[src/rtl/loh_pkg.sv]
package loh_pkg;

    // Source chosen for the byte leaving in the next cycle
    typedef enum logic [2:0] {
        SRC_PASS    = 3'd0,
        SRC_S1_REG  = 3'd1,
        SRC_S1_PORT = 3'd2,
        SRC_E2_REG  = 3'd3,
        SRC_E2_PORT = 3'd4,
        SRC_STUFF   = 3'd5
    } src_e;

    // Orderwire write handshake
    typedef enum logic {
        E2_IDLE  = 1'b0,
        E2_ARMED = 1'b1
    } e2_st_e;

endpackage

[src/rtl/loh_src_sel.sv]
module loh_src_sel
    import loh_pkg::*;
(
    input  logic bypass,
    input  logic slot_s1,
    input  logic slot_e2,
    input  logic slot_resv,
    input  logic s1_en,
    input  logic s1_port,
    input  logic e2_en,
    input  logic e2_port,
    input  logic ais_active,
    output src_e sel
);

    always_comb begin
        sel = SRC_PASS;
        if (!bypass) begin
            if (slot_s1 && s1_en) begin
                sel = s1_port ? SRC_S1_PORT : SRC_S1_REG;
            end else if (slot_e2 && e2_en) begin
                sel = e2_port ? SRC_E2_PORT : SRC_E2_REG;
            end else if (slot_resv && ais_active) begin
                sel = SRC_STUFF;
            end
        end
    end

endmodule

[src/rtl/loh_byte_mux.sv]
module loh_byte_mux
    import loh_pkg::*;
#(
    parameter int DW = 8
) (
    input  src_e          sel,
    input  logic [DW-1:0] in_byte,
    input  logic [DW-1:0] s1_reg,
    input  logic [DW-1:0] s1_port,
    input  logic [DW-1:0] e2_reg,
    input  logic [DW-1:0] e2_port,
    input  logic          stuff_sel,
    output logic [DW-1:0] byte_o
);

    localparam int HALF = DW / 2;
    localparam logic [DW-1:0] STUFF_HI = {HALF{2'b10}};
    localparam logic [DW-1:0] STUFF_LO = {HALF{2'b01}};

    always_comb begin
        unique case (sel)
            SRC_PASS:    byte_o = in_byte;
            SRC_S1_REG:  byte_o = s1_reg;
            SRC_S1_PORT: byte_o = s1_port;
            SRC_E2_REG:  byte_o = e2_reg;
            SRC_E2_PORT: byte_o = e2_port;
            SRC_STUFF:   byte_o = stuff_sel ? STUFF_LO : STUFF_HI;
            default:     byte_o = in_byte;
        endcase
    end

endmodule

[src/rtl/loh_e2_ctrl.sv]
module loh_e2_ctrl
    import loh_pkg::*;
#(
    parameter int DW = 8
) (
    input  logic          clk,
    input  logic          rst_n,
    input  logic          wr,
    input  logic [DW-1:0] wr_data,
    input  logic          clr,
    input  logic          inserted,
    output logic [DW-1:0] e2_value,
    output logic          ready
);

    e2_st_e state_q, state_d;
    logic   set_ready;

    // State register
    always_ff @(posedge clk) begin
        if (!rst_n) state_q <= E2_IDLE;
        else        state_q <= state_d;
    end

    // Next state and transition outputs
    always_comb begin
        state_d   = state_q;
        set_ready = 1'b0;
        unique case (state_q)
            E2_IDLE: begin
                if (wr) state_d = E2_ARMED;
            end
            E2_ARMED: begin
                if (wr) begin
                    state_d = E2_ARMED;
                end else if (inserted) begin
                    state_d   = E2_IDLE;
                    set_ready = 1'b1;
                end
            end
            default: state_d = E2_IDLE;
        endcase
    end

    // Register value and sticky status
    always_ff @(posedge clk) begin
        if (!rst_n) begin
            e2_value <= '0;
            ready    <= 1'b0;
        end else begin
            if (wr) e2_value <= wr_data;
            if (wr)             ready <= 1'b0;
            else if (set_ready) ready <= 1'b1;
            else if (clr)       ready <= 1'b0;
        end
    end

endmodule

[src/rtl/loh_insert.sv]
module loh_insert
    import loh_pkg::*;
#(
    parameter int DW = 8
) (
    input  logic          clk,
    input  logic          rst_n,
    input  logic [DW-1:0] in_byte,
    input  logic          slot_s1,
    input  logic          slot_e2,
    input  logic          slot_resv,
    input  logic [DW-1:0] ohp_s1_byte,
    input  logic [DW-1:0] ohp_e2_byte,
    input  logic          cfg_bypass,
    input  logic          cfg_s1_en,
    input  logic          cfg_s1_port,
    input  logic [DW-1:0] cfg_s1_value,
    input  logic          cfg_e2_en,
    input  logic          cfg_e2_port,
    input  logic          e2_wr,
    input  logic [DW-1:0] e2_wr_data,
    input  logic          e2_stat_clr,
    input  logic          e2_irq_mask,
    input  logic          cfg_stuff_sel,
    input  logic          alm_ais_l,
    input  logic          alm_lof,
    input  logic          alm_los,
    input  logic          alm_loc,
    output logic [DW-1:0] out_byte,
    output logic          e2_ready,
    output logic          irq
);

    src_e          sel;
    logic          ais_active;
    logic [DW-1:0] e2_value;
    logic [DW-1:0] next_byte;

    assign ais_active = alm_ais_l | alm_lof | alm_los | alm_loc;

    loh_src_sel u_sel (
        .bypass     (cfg_bypass),
        .slot_s1    (slot_s1),
        .slot_e2    (slot_e2),
        .slot_resv  (slot_resv),
        .s1_en      (cfg_s1_en),
        .s1_port    (cfg_s1_port),
        .e2_en      (cfg_e2_en),
        .e2_port    (cfg_e2_port),
        .ais_active (ais_active),
        .sel        (sel)
    );

    loh_e2_ctrl #(.DW(DW)) u_e2 (
        .clk      (clk),
        .rst_n    (rst_n),
        .wr       (e2_wr),
        .wr_data  (e2_wr_data),
        .clr      (e2_stat_clr),
        .inserted (sel == SRC_E2_REG),
        .e2_value (e2_value),
        .ready    (e2_ready)
    );

    loh_byte_mux #(.DW(DW)) u_mux (
        .sel       (sel),
        .in_byte   (in_byte),
        .s1_reg    (cfg_s1_value),
        .s1_port   (ohp_s1_byte),
        .e2_reg    (e2_value),
        .e2_port   (ohp_e2_byte),
        .stuff_sel (cfg_stuff_sel),
        .byte_o    (next_byte)
    );

    always_ff @(posedge clk) begin
        if (!rst_n) out_byte <= '0;
        else        out_byte <= next_byte;
    end

    assign irq = e2_ready & ~e2_irq_mask;

endmodule

[config.mk]
export PLATFORM = sky130hd
export DESIGN_NAME = loh_insert
export DESIGN_NICKNAME = d
export VERILOG_FILES = /design/src/rtl/loh_pkg.sv /design/src/rtl/loh_src_sel.sv /design/src/rtl/loh_byte_mux.sv /design/src/rtl/loh_e2_ctrl.sv /design/src/rtl/loh_insert.sv
export SDC_FILE = /design/constraint.sdc
export NUM_CORES = 1
export LEC_CHECK = 0
export BUFFER_PORTS_ARGS = -buffer_cell sky130_fd_sc_hd__buf_2
export CORE_MARGIN = 2
export CORE_UTILIZATION = 32
export DETAILED_ROUTE_END_ITERATION = 6
export GPL_ROUTABILITY_DRIVEN = 0
export PLACE_DENSITY_LB_ADDON = 0.05
export SLEW_MARGIN = 20
export SYNTH_ARGS = -nofsm -noshare
export SYNTH_HDL_FRONTEND = slang
export SYNTH_SLANG_ARGS = --single-unit
[constraint.sdc]
create_clock -name clk -period 3.7 [get_ports clk]
set_input_delay 0.37 -clock clk [delete_from_list [all_inputs] [get_ports clk]]
set_output_delay 0.37 -clock clk [all_outputs]
set_load 0.02 [all_outputs]
After elaboration in Yosys (flattened, before gate mapping)
Cells that the tools add are included.
Word-level totals
  input port bits: 58
  memories kept: 0
  bits in latches: 0
  bits in read-only memories: 0
  output and inout port bits: 10
  RAM bits: 0
  register bits: 18
Cells by class
  multipliers: 0
  order comparisons: 0
  divide/modulo/power cells: 0
  bitwise logic cells: 7
  reductions and logical operators: 5
  shift-type cells: 0
  $add $sub $neg: 0
  multiplexer cells: 17
  eq/ne operators: 5
Operators with widths (number)
  8-bit one-hot mux with 5 select lines: 1
  3-bit 2-to-1 mux: 5
  1-bit 2-to-1 mux: 8
  8-bit 2-to-1 mux: 1
  3-bit by 2-bit equality test with 1-bit output (second input constant): 2
  3-bit equality test (second input constant): 2
  3-bit by 1-bit equality test with 1-bit output (second input constant): 1
  1-bit logical AND: 3
  1-bit inverter: 3
  1-bit bitwise OR: 3
  2-bit 2-to-1 mux: 1
  1-bit one-hot mux with 2 select lines: 1
  2-bit nonzero test: 1
  2-bit OR reduction: 1
  1-bit bitwise AND: 1

Depth between registers and ports, before layout
  word-level depth: 13
  depth in mapped cells: 5
  depth with buffers taken out: 4

Cells and area by module
Synthesis repeated with hierarchy kept, for this count alone.
Second synthesis, totals
  cells, all modules: 139
  area, all modules: 1166.1 µm²
Modules (own cells, without submodules)
  loh_byte_mux: instances 1, area each 494.2 µm², cells an instance 76
  loh_e2_ctrl: instances 1, area each 376.6 µm², cells an instance 33
  loh_insert: instances 1, area each 232.7 µm², cells an instance 19
  loh_src_sel: instances 1, area each 62.6 µm², cells an instance 11

Least setup slack after synthesis
No wires, ideal clock.
  kind: input port to flip-flop
  start: input port cfg_s1_port
  end: register out_byte[6]
  path slack: 2.269 ns
  setup time: 0.119 ns
  arrival time: 1.312 ns
  stages: 5
  path buffers: 1
  path through: buf_2 > mux2i_1 > nor2_1 > a221o_1 > o221a_2
Between the ends
  longest elaborated chain between the ends: 5
  elaborated cells between the ends (all ways): 9
  classes of those cells: 5 x eq/ne; 4 x mux
Ends and longest elaborated chain
  start: declaration: line loh_insert.sv:16  | input logic cfg_s1_port,
  2-bit 2-to-1 mux *: line loh_src_sel.sv:20  | sel = s1_port ? SRC_S1_PORT : SRC_S1_REG;
  3-bit 2-to-1 mux *: line loh_src_sel.sv:19  | if (slot_s1 && s1_en) begin
  3-bit 2-to-1 mux *: line loh_src_sel.sv:18  | if (!bypass) begin
  3-bit equality test (tied with other cells): line loh_byte_mux.sv:21  | unique case (sel)
  8-bit one-hot mux with 5 select lines *: line loh_byte_mux.sv:21
  end signal: assignment: line loh_insert.sv:78  | else out_byte <= next_byte;
  end: declaration: line loh_insert.sv:29  | output logic [DW-1:0] out_byte,
Every way passes the cells marked *; elsewhere a longest branch is shown, timed or not.
A chain may end at the register's enable or synchronous reset.

Worst setup path after layout
  start: register u_e2.ready
  end: output port irq
Between the ends
  longest elaborated chain between the ends: 1
Ends and longest elaborated chain
  start: declaration: line loh_e2_ctrl.sv:13  | output logic ready
  start signal: assignment: line loh_e2_ctrl.sv:49  | ready <= 1'b0;
  start signal: assignment: line loh_e2_ctrl.sv:52  | if (wr) ready <= 1'b0;
  start signal: assignment: line loh_e2_ctrl.sv:53  | else if (set_ready) ready <= 1'b1;
  1-bit bitwise AND: line loh_insert.sv:81  | assign irq = e2_ready & ~e2_irq_mask;
  end: declaration: line loh_insert.sv:31  | output logic irq
No other way between the ends.

==> results.yml <==
run_status:
  status: "completed"
synthesis:
  yosysSeqAreaShare_pct: 38.15
  post-synth-top-area-cell: "dfxtp_1"
  async_flop_share_pct: 0
  postSynthCellCount: 89
  synthDistinctLibCells: 20
  synth_fp_nets: 147
  synth-edff-count: 0
  netlist_area_um2: 944.7
  avgSynthCellArea_um2: 10.61
  ys_top_cells_by_area: "dfxtp_1 (38%), mux2i_1 (17%), o221a_2 (9.5%), a221o_1 (8.5%), nor2b_1 (7.3%)"
  synth-main-ff-cell: "dfxtp_1"
  yosysWarnings: 0
  ys_seq_elements: 18
  yosysTopAreaCellShare_pct: 38.15
cells_and_area:
  n_antenna_cell: 0
  area_growth_pct: 41.99
  nFillCells: 278
  final_util_pct: 48.22
  multi_input_area_um2: 563.0
  fin_cells: 188
  final_cell_mix: "buf_2 (67), dfxtp_1 (18), mux2i_1 (16)"
  mostFrequentLayoutCell: "buf_2"
  nets: 216
  regArea_um2: 360.3
  drive_above_1_share_pct: 53.50
route:
  vias: 937
  ant_nets: 0
  wl_mm: 2.417
  drtIter0Drc: 16
  wire_per_inst_um: 12.86
  viasPerCell: 4.984
  drt-pass1-iter-count: 4
  drc: 0
global_routing:
  use_met3_pct: 4.835
  top_usage_layer: "met2"
  grt_max_degree: 19
  antenna_found_initial: 0
  grt_pass1_wl_mm: 3.891
  grtUsageTotal_pct: 14.88
  use_met2_pct: 26.16
  overflow: 0
  grtUsageMet1_pct: 18.13
  grt_pass1_vias: 910
cts:
  hold_buffers: 0
  cts_tree: "yes"
  cts_setup_buffers: 0
  clock_sinks: 18
  cts_buffer_depth: 2
  clk_latency_ns: 0.28
  cts_resized: 0
  clk_pin_slew_ns: 0.10
  cts_max_level: 1
  root_buffer: "clkbuf_4"
  cts_inserted_buffers: 3
power_and_ir_drop:
  ir_worst_vdd_uv: 308.0
  p_leak_nw: 0.6864
  p_seq_share_pct: 49.3
  p_switching_uw: 109.9
  totalPowerFinal_uw: 428.7
  p_per_area_nw_per_um2: 319.6
  swShare_pct: 25.64
  clkPwrFrac_pct: 27.3
  p_comb_share_pct: 23.4
  p_int_uw: 318.8
sta:
  hold_violations: 0
  drv_slew: 0
  fin_tns_setup_ns: 0
  period_minus_slack_ns: 1.278
  rsz0062_at_grt: "false"
  worst_pin_slew_ns: 0.5792
  setup_violations: 0
  skew_ns: 0.002656
  fin_ws_ns: 2.422
  clock.fmax_ghz: 0.7822
  min_period_over_period_pct: 34.55
  max_slew_margin_pct: 61.38
worst_setup_path:
  path_max_fanout: 3
  crit_chain: "nor2b_1 > buf_2"
  critPathSlowestCell: "dfxtp_1"
  r2r_end: "out_byte[6]"
  path_class: "flip-flop to primary output"
  cp.arrival_ns: 0.91
  critPathTopFamily: "flip-flops"
  crit_start: "u_e2.ready"
  cp-start-kind: "flip-flop"
  slowest_delay_ns: 0.34
  path_buf_inv: 1
  r2r_start: "u_e2.e2_value[6]"
  required_ns: 3.33
  end_kind: "primary output"
  r2r_cells: 2
  cp.depth: 2
  r2r_setup_slack_ns: 2.68
flow_run:
  cap_violations: 0
place:
  port_buffers: 67
  placed_cells: 184
  post-dp-hpwl_mm: 2.015
  preCtsSetupSlack_ns: 2.113
worst_hold_path:
  holdPathEnd: "u_e2.e2_value[5]"
  min_path_cells: 3
  hp-start: "e2_wr_data[5]"
  min_path_type: "primary input to flip-flop"
die:
  coreArea_um2: 2781
  dieArea_um2: 3402
  start_util_pct: 33.96
  die_h_um: 58.33
  io_pins: 68
  dieWidth_um: 58.33
  core.rowCount: 19
==> power groups by stage <==
stage	Combinational (mW)	Sequential, mW	Clock (mW)
2_1_floorplan	0.0455	0.224	0
3_3_place_gp	0.100	0.216	0
3_5_place_dp	0.101	0.216	0
4_1_cts	0.102	0.212	0.122
5_1_grt	0.111	0.212	0.132
6_report	0.100	0.211	0.117
==> synthesized netlist by cell type, types with 2 or more instances <==
library cell  count
a21oi_1           2
buf_2             2
inv_1             2
dfxtp_1          18
nor2_1            8
o21ai_0           2
nand2b_1          2
mux2i_1          16
a221o_1           8
nor3_4            2
o221a_2           8
nor2b_1          11
==> per-stage QoR <==
stage | cell area, um^2 | hold slack (ns)
6_report | 1341 | 0.3356
5_1_grt | 1341 | 0.3317
4_1_cts | 1341 | 0.3261
3_5_place_dp | 1305 | 0.5124
3_3_place_gp | 1305 | 0.5010
2_1_floorplan | 944.7 | 0.4831
==> tightest hold or removal path: stages <==
cell and delay, ns:
buf_2 0.07, mux2i_1 0.05, nor2b_1 0.09
==> kinds of logic after synthesis <==
family	after synthesis	synth area share, %
AO/OA/AOI/OAI	24	25.03
multiplexers	16	16.95
buffers and inverters	5	2.252
AND/OR/NAND/NOR	26	17.62
flip-flops	18	38.15
==> routing by layer <==
| metal | up-vias | share of wire, % |
|---|---|---|
| li1 | 485 | - |
| met1 | 416 | 43 |
| met2 | 34 | 49 |
| met3 | 2 | 7.2 |
| met4 | 0 | 0.50 |
| met5 | - | 0 |
==> flip-flops by register name, indices dropped and copies added, names as in the netlist <==
register and flops:
out_byte 8, u_e2.state_q 1, u_e2.e2_value 8, u_e2.ready 1
==> worst max path at each step <==
| stage | end | slack, ns |
|---|---|---|
| finish | irq | 2.42 |
| global route | out_byte[5] | 2.31 |
| floorplan | out_byte[6] | 2.27 |
| global placement | out_byte[6] | 2.14 |
| CTS | irq | 2.41 |
| detailed placement | out_byte[0] | 2.11 |
==> cell type report <==
cell class                 count  area share [%]
clock buffer                   4           2.705
inverter                       2          0.5597
multi-input combinational     66           41.98
sequential                    18           26.87
tap                           31           2.892
timing repair buffer          67           25.00
Power figures use the tool's default switching activity.
